### config.mk
export PLATFORM = sky130hd
export DESIGN_NAME = chr_bank_mapper
export DESIGN_NICKNAME = d
export VERILOG_FILES = /design/src/rtl/chr_map_pkg.sv /design/src/rtl/chr_bank_regs.sv /design/src/rtl/chr_window_map.sv /design/src/rtl/chr_addr_xlate.sv /design/src/rtl/chr_bank_mapper.sv
export SDC_FILE = /design/constraint.sdc
export NUM_CORES = 1
export LEC_CHECK = 0
export ABC_AREA = 1
export BUFFER_PORTS_ARGS = -buffer_cell sky130_fd_sc_hd__buf_2
export CORE_ASPECT_RATIO = 1.1
export CORE_UTILIZATION = 55
export CTS_BUF_LIST = sky130_fd_sc_hd__clkbuf_4 sky130_fd_sc_hd__clkbuf_8 sky130_fd_sc_hd__clkbuf_16
export DETAILED_ROUTE_END_ITERATION = 6
export GPL_TIMING_DRIVEN = 0
export PLACE_DENSITY_LB_ADDON = 0.1
export SLEW_MARGIN = 0
export SYNTH_ARGS = -nofsm -noshare
export SYNTH_HDL_FRONTEND = slang
export SYNTH_HIERARCHICAL = 1
export SYNTH_SLANG_ARGS = --single-unit
### constraint.sdc
create_clock -name clk -period 2.53 [get_ports clk]
set_input_delay 0.253 -clock clk [delete_from_list [all_inputs] [get_ports clk]]
set_output_delay 0.253 -clock clk [all_outputs]
set_load 0.02 [all_outputs]
### src/rtl/chr_map_pkg.sv
package chr_map_pkg;
   localparam int unsigned BANK_W   = 6;
   localparam int unsigned WIN_W    = 10;
   localparam int unsigned VID_W    = 14;
   localparam int unsigned CHR_REGS = 6;
   localparam int unsigned IDX_W    = 3;
   localparam int unsigned DATA_W   = 8;
   localparam int unsigned CS_BIT   = 6;

   typedef struct packed {
      logic              ram;
      logic [BANK_W-1:0] num;
   } chr_bank_t;
endpackage

### src/rtl/chr_bank_regs.sv
module chr_bank_regs
   import chr_map_pkg::*;
#(
   parameter int unsigned NREG  = CHR_REGS,
   parameter int unsigned IW    = IDX_W,
   parameter int unsigned DW    = DATA_W,
   parameter int unsigned CSB   = CS_BIT
) (
   input  logic                  clk,
   input  logic                  rst,
   input  logic                  we,
   input  logic [15:0]           addr,
   input  logic [DW-1:0]         data,
   output chr_bank_t [NREG-1:0]  bank_q,
   output logic                  inv_q
);
   logic [IW-1:0] idx_q;
   logic          hit, sel_wr, dat_wr;

   initial begin
      assert (NREG <= (1 << IW)) else $error("register count exceeds index range");
      assert (CSB < DW && BANK_W <= CSB) else $error("chip-select bit placement invalid");
   end

   assign hit    = we && (addr[15:13] == 3'b100);
   assign sel_wr = hit && !addr[0];
   assign dat_wr = hit && addr[0];

   always_ff @(posedge clk) begin
      if (rst) begin
         idx_q <= '0;
         inv_q <= 1'b0;
      end else if (sel_wr) begin
         idx_q <= data[IW-1:0];
         inv_q <= data[DW-1];
      end
   end

   for (genvar g = 0; g < NREG; g++) begin : g_bank
      always_ff @(posedge clk) begin
         if (rst) begin
            bank_q[g] <= '0;
         end else if (dat_wr && idx_q == IW'(g)) begin
            bank_q[g].ram <= data[CSB];
            bank_q[g].num <= data[BANK_W-1:0];
         end
      end

      assert_bank_load_R3: assert property (@(posedge clk) disable iff (rst)
         (dat_wr && idx_q == IW'(g)) |=>
            (bank_q[g] == {$past(data[CSB]), $past(data[BANK_W-1:0])}));
   end

   assert_sel_load_R2: assert property (@(posedge clk) disable iff (rst)
      sel_wr |=> (inv_q == $past(data[DW-1]) && idx_q == $past(data[IW-1:0])));

   assert_spare_idx_R4: assert property (@(posedge clk) disable iff (rst)
      (dat_wr && idx_q >= IW'(NREG)) |=> ($stable(bank_q) && $stable(inv_q)));

   assert_range_gate_R1: assert property (@(posedge clk) disable iff (rst)
      !hit |=> ($stable(bank_q) && $stable(inv_q) && $stable(idx_q)));
endmodule

### src/rtl/chr_window_map.sv
module chr_window_map
   import chr_map_pkg::*;
#(
   parameter int unsigned VW = VID_W,
   parameter int unsigned WW = WIN_W,
   parameter int unsigned IW = IDX_W
) (
   input  logic [VW-1:0] vid_addr,
   input  logic          inv,
   output logic [IW-1:0] reg_idx,
   output logic          wide
);
   logic half;

   initial begin
      assert (VW == WW + 4) else $error("video width must cover 8 KB of windows plus A13");
   end

   assign half = vid_addr[WW+2] ^ inv;

   always_comb begin
      if (!half) begin
         wide    = 1'b1;
         reg_idx = IW'(vid_addr[WW+1]);
      end else begin
         wide    = 1'b0;
         reg_idx = IW'(2) + IW'(vid_addr[WW+1:WW]);
      end
   end
endmodule

### src/rtl/chr_addr_xlate.sv
module chr_addr_xlate
   import chr_map_pkg::*;
#(
   parameter int unsigned VW = VID_W,
   parameter int unsigned WW = WIN_W,
   parameter int unsigned BW = BANK_W
) (
   input  logic             clk,
   input  logic             rst,
   input  chr_bank_t        bank,
   input  logic             wide,
   input  logic [VW-1:0]    vid_addr,
   output logic [BW+WW-1:0] chr_addr,
   output logic             rom_ce,
   output logic             ram_ce
);
   logic in_pat;

   assign in_pat = !vid_addr[VW-1];

   always_comb begin
      if (wide) chr_addr = {bank.num[BW-1:1], vid_addr[WW], vid_addr[WW-1:0]};
      else      chr_addr = {bank.num, vid_addr[WW-1:0]};
   end

   assign rom_ce = in_pat && !bank.ram;
   assign ram_ce = in_pat &&  bank.ram;

   assert_ce_excl_R8: assert property (@(posedge clk) disable iff (rst)
      !(rom_ce && ram_ce));

   assert_nt_quiet_R9: assert property (@(posedge clk) disable iff (rst)
      vid_addr[VW-1] |-> (!rom_ce && !ram_ce));

   assert_offset_pass_R6: assert property (@(posedge clk) disable iff (rst)
      chr_addr[WW-1:0] == vid_addr[WW-1:0]);
endmodule

### src/rtl/chr_bank_mapper.sv
module chr_bank_mapper
   import chr_map_pkg::*;
#(
   parameter int unsigned NREG = CHR_REGS,
   parameter int unsigned VW   = VID_W,
   parameter int unsigned WW   = WIN_W,
   parameter int unsigned BW   = BANK_W,
   localparam int unsigned AW  = BW + WW
) (
   input  logic          clk,
   input  logic          rst,
   input  logic          cpu_we,
   input  logic [15:0]   cpu_addr,
   input  logic [7:0]    cpu_data,
   input  logic [VW-1:0] vid_addr,
   output logic [AW-1:0] chr_addr,
   output logic          rom_ce,
   output logic          ram_ce
);
   chr_bank_t [NREG-1:0] bank_q;
   chr_bank_t            bank_sel;
   logic                 inv_q, wide;
   logic [IDX_W-1:0]     reg_idx;

   chr_bank_regs #(.NREG(NREG)) i_regs (
      .clk(clk), .rst(rst), .we(cpu_we), .addr(cpu_addr), .data(cpu_data),
      .bank_q(bank_q), .inv_q(inv_q)
   );

   chr_window_map #(.VW(VW), .WW(WW)) i_map (
      .vid_addr(vid_addr), .inv(inv_q), .reg_idx(reg_idx), .wide(wide)
   );

   always_comb begin
      bank_sel = '0;
      for (int k = 0; k < NREG; k++)
         if (reg_idx == IDX_W'(k)) bank_sel = bank_q[k];
   end

   chr_addr_xlate #(.VW(VW), .WW(WW), .BW(BW)) i_xlate (
      .clk(clk), .rst(rst), .bank(bank_sel), .wide(wide), .vid_addr(vid_addr),
      .chr_addr(chr_addr), .rom_ce(rom_ce), .ram_ce(ram_ce)
   );
endmodule

### After elaboration in Yosys (flattened, before gate mapping)

Index checks and enable logic that the tools add are counted.

* output and inout port bits: 18
* word-level logic and storage cells: 51
* input port bits: 41
* bits in registers: 46

* eq/ne operators: 11
* multiplexer cells: 8
* reduce and logical (&&, ||, !) cells: 16
* bitwise gates (word level): 1
* add/subtract/negate cells: 1

Operator list (number)
* $mux W7: 6
* $eq A3 B3 Y1 const B: 5
* $eq A3 B2 Y1 const B: 4
* $logic_and A1 B1 Y1: 11
* $mux W11: 1
* $eq A3 B1 Y1 const B: 2
* $logic_not A3 Y1: 2
* $add A2 B2 Y3 const A: 1
* $logic_not A1 Y1: 3
* $mux W3: 1
* $xor A1 B1 Y1: 1

### Depth between registers and ports, before layout

* depth in word-level cells: 11
* gate-level depth with buffers: 12
* mapped depth without buffers: 11

### Hierarchy

The synthesis kept the hierarchy.

Modules (own cells, without submodules)
* chr_bank_regs: sequential area each 920.9 sq um, cells each 268, times used 1, area each 1956.9 sq um
* chr_bank_mapper: sequential area each 0.0 sq um, cells each 80, times used 1, area each 381.6 sq um
* chr_addr_xlate: sequential area each 0.0 sq um, cells each 22, times used 1, area each 141.4 sq um
* chr_window_map: sequential area each 0.0 sq um, cells each 13, times used 1, area each 56.3 sq um

### Worst setup path after synthesis

OpenSTA, ideal clock, no wires.

* kind: reg-to-output
* from: register i_regs.inv_q
* to: output port rom_ce
* path buffers: 1
* stages on the path, launching flop included: 12
* data arrival time: 1642 ps
* slack: 635 ps
* required time: 2277 ps
* cell sequence: dfxtp_1 -> inv_1 -> nand2_2 -> nand2_2 -> nor2_1 -> inv_2 -> buf_2 -> nand3_1 -> nand2_1 -> nor2_1 -> nand4_1 -> nor2_1

RTL lines
* start: declaration: line chr_bank_regs.sv:15 `output logic inv_q`
* start signal: assignment: line chr_bank_regs.sv:35 `inv_q <= data[DW-1];`
* end: declaration: line chr_bank_mapper.sv:17 `output logic rom_ce,`

==> impl_metrics.csv <==
group,metric,value,unit
yosys,postSynthAreaPerCell,6.622,sq um
yosys,seq_area_frac_synth,36.31,%
clocking,htree_levels,2,
floorplan,rows,25,
critical_path,rr_endpoint,"i_regs/bank_q[17]",
drt,vias,2460,
outcome,outcome,"finished, final reports clean",
placement,pre_cts_ws,0.2684,ns
yosys,synthFlopType,"dfxtp_1",
power_and_ir_drop,total_power,1.359,mW
worst_hold_path,worstHoldPathCells,3,
placement,dp_cells,473,
sta,final.setup.tns,0,ns
finish,final_util,67.14,%
grt,grt_pass1_vias,2004,
drt,totalWireLength,5931,um
placement,dp_hpwl,4328,um
clocking,clk_transition_reported_paths,0.08,ns
clocking,cts.sinks,46,
yosys,synth-edff-count,0,
critical_path,r2r-start,"i_regs/idx_q[0]",
drt,wl_per_cell,12.33,um
drt,drt_iter0_drc,178,
placement,numPortBuffers,36,
yosys,synthTopCellsByCount,"nor2_1 (102), nand2_1 (78), nand3_1 (59)",
floorplan,pin_count,59,
sta,final.setup.worst_slack,0.1381,ns
critical_path,required,2.28,ns
sta,finalHoldViolCount,0,
clocking,numCtsBuffers,5,
power_and_ir_drop,peakVddDrop,0.4122,mV
critical_path,critical_path_class,"reg2out",
sta,finalCritPeriodShare,94.54,%
yosys,async_flop_share,0,%
floorplan,coreArea,4348,sq um
worst_hold_path,min_to,"i_regs/inv_q",
sta,finalWorstPathRequiredPeriod,2.392,ns
sta,timing.fmax,418.1,MHz
yosys,synth.most_common_cell,"nor2_1",
yosys,synth.distinct_cells,19,
clocking,insertion_delay,0.30,ns
worst_hold_path,hold_path_class,"in2reg",
drt,route.detailed.drc,0,
worst_hold_path,hold_start,"cpu_data[7]",
yosys,synth.area.top_cells,"dfxtp_1 (36%), nor2_1 (15%), nand3_1 (12%)",
clocking,cts.path.max_buffers,2,
grt,grt-ovfl-total,0,
clocking,cts_tree,"built",
finish,fillers,417,
yosys,synth_top_cell_area_share,36.31,%
finish,design_area,2919,sq um
critical_path,rrSetupSlack,1.31,ns
finish,drive_gt1_share,21.78,%
sta,slew_viol_final,0,
critical_path,arrival,2.14,ns
yosys,syn-num-nets,424,
drt,ant_nets,0,
yosys,synth-warning-count,6,
power_and_ir_drop,leakagePower,1.303,nW
critical_path,critPathMaxFanout,10,
drt,dr.pass1.iters,4,
grt,grt_pass1_wl,9515,um
flow_run,drv_cap,0,
sta,whs,0.2392,ns
floorplan,die_area,4887,sq um
floorplan,start_util,58.33,%
clocking,ctsHoldBuffers,0,
critical_path,cp-end-kind,"primary output",
sta,fin_skew,0.006363,ns
yosys,ys_seq_elements,46,
sta,final-setup-viol-count,0,
placement,placed_cell_area,2784,sq um
placement,gp_congestion,0.8835,
floorplan,die_w,66.75,um
finish,finalNonFillerCells,481,
yosys,synth_cells,383,
grt,antenna_found_initial,0,
critical_path,cp-start-kind,"flop",
grt,grt_max_degree,14,
sta,slew_headroom,74.61,%
yosys,yosys.area.top_type,"dfxtp_1",
clocking,root_buffer,"clkbuf_8",
floorplan,die_height,73.22,um
yosys,netlist_area,2536,sq um
drt,vias_per_cell,5.114,
critical_path,r2r_cells,6,
sta,tightest_slew,0.3794,ns
finish,area_growth,15.10,%
sta,rsz0062_at_grt,"false",
finish,diodes,0,
power_and_ir_drop,power_density,465.4,nW/um^2
grt,grt_use_total,26.83,%
finish,layout.nets,468,
-- state kept, by name, summed over array words and instances (netlist names) --
register       count
i_regs/bank_q     42
i_regs/idx_q       3
i_regs/inv_q       1
-- where the power goes --
group / internal [mW] / switching, mW / total, mW
combinational: 0.0680 / 0.120 / 0.188
clock: 0.200 / 0.241 / 0.441
sequential: 0.727 / 0.00305 / 0.730
-- cells in the final DEF (no fill, tap or decap) --
master and instances:
a21oi_1 4, buf_12 1, buf_2 37, buf_4 15
buf_6 9, clkbuf_4 1, clkbuf_8 5, clkinvlp_4 1
dfxtp_1 45, dfxtp_4 1, inv_1 30, inv_2 4
inv_4 1, nand2_1 78, nand2_2 3, nand3_1 59
nand3_4 1, nand4_1 14, nor2_1 100, nor2_2 2
nor2_4 9, nor3_4 3, o21ai_0 4
-- worst max-delay path, cell delays in order (launching register included) --
cell     delay [ns]
dfxtp_4        0.38
inv_1          0.06
nand2_2        0.07
nand2_2        0.10
nor2_4         0.15
inv_2          0.12
buf_2          0.19
nand4_1        0.09
nand2_1        0.09
nor2_1         0.17
nand4_1        0.12
buf_4          0.15
buf_2          0.15
-- cell families after synthesis --
group | Yosys count | share of synthesized area (%)
AO/OA/AOI/OAI | 8 | 1.579
buffers and inverters | 60 | 13.91
flip-flops | 46 | 36.31
AND/OR/NAND/NOR | 269 | 48.20
-- worst max path at each step --
stage,start,to,slack (ns)
CTS,i_regs/inv_q,ram_ce,0.01
global placement,i_regs/inv_q,chr_addr[10],0.26
floorplan,i_regs/inv_q,rom_ce,0.63
detailed placement,i_regs/inv_q,ram_ce,0.27
finish,i_regs/inv_q,chr_addr[13],0.14
global route,i_regs/inv_q,chr_addr[10],0.01
-- routing by layer --
layer  wire [um]  GRT usage, %  vias up
li1            -             -     1283
met4         181         11.11        0
met2        2837         42.99       89
met3         463         4.219       12
met1        2449         35.71     1076
met5           0             0        -
-- timing repair --
action | CTS | global route
setup buffers | 0 | 1
gates resized for setup | 3 | 5
setup endpoints to repair | 7 | 8
pin swaps | 0 | 2
gates cloned | 0 | 0
-- final cells by class --
type | count | area (sq um) | share of cell area (%)
multi-input cells | 277 | 1290 | 44.19
flip-flops and latches | 46 | 924.6 | 31.68
plain buffers | 25 | 219.0 | 7.501
repair buffers | 37 | 200.2 | 6.858
inverters | 35 | 133.9 | 4.586
clock buffers | 6 | 76.32 | 2.615
well taps | 54 | 67.56 | 2.315
clock inverters | 1 | 7.507 | 0.2572
Power figures use the tool's default switching activity.
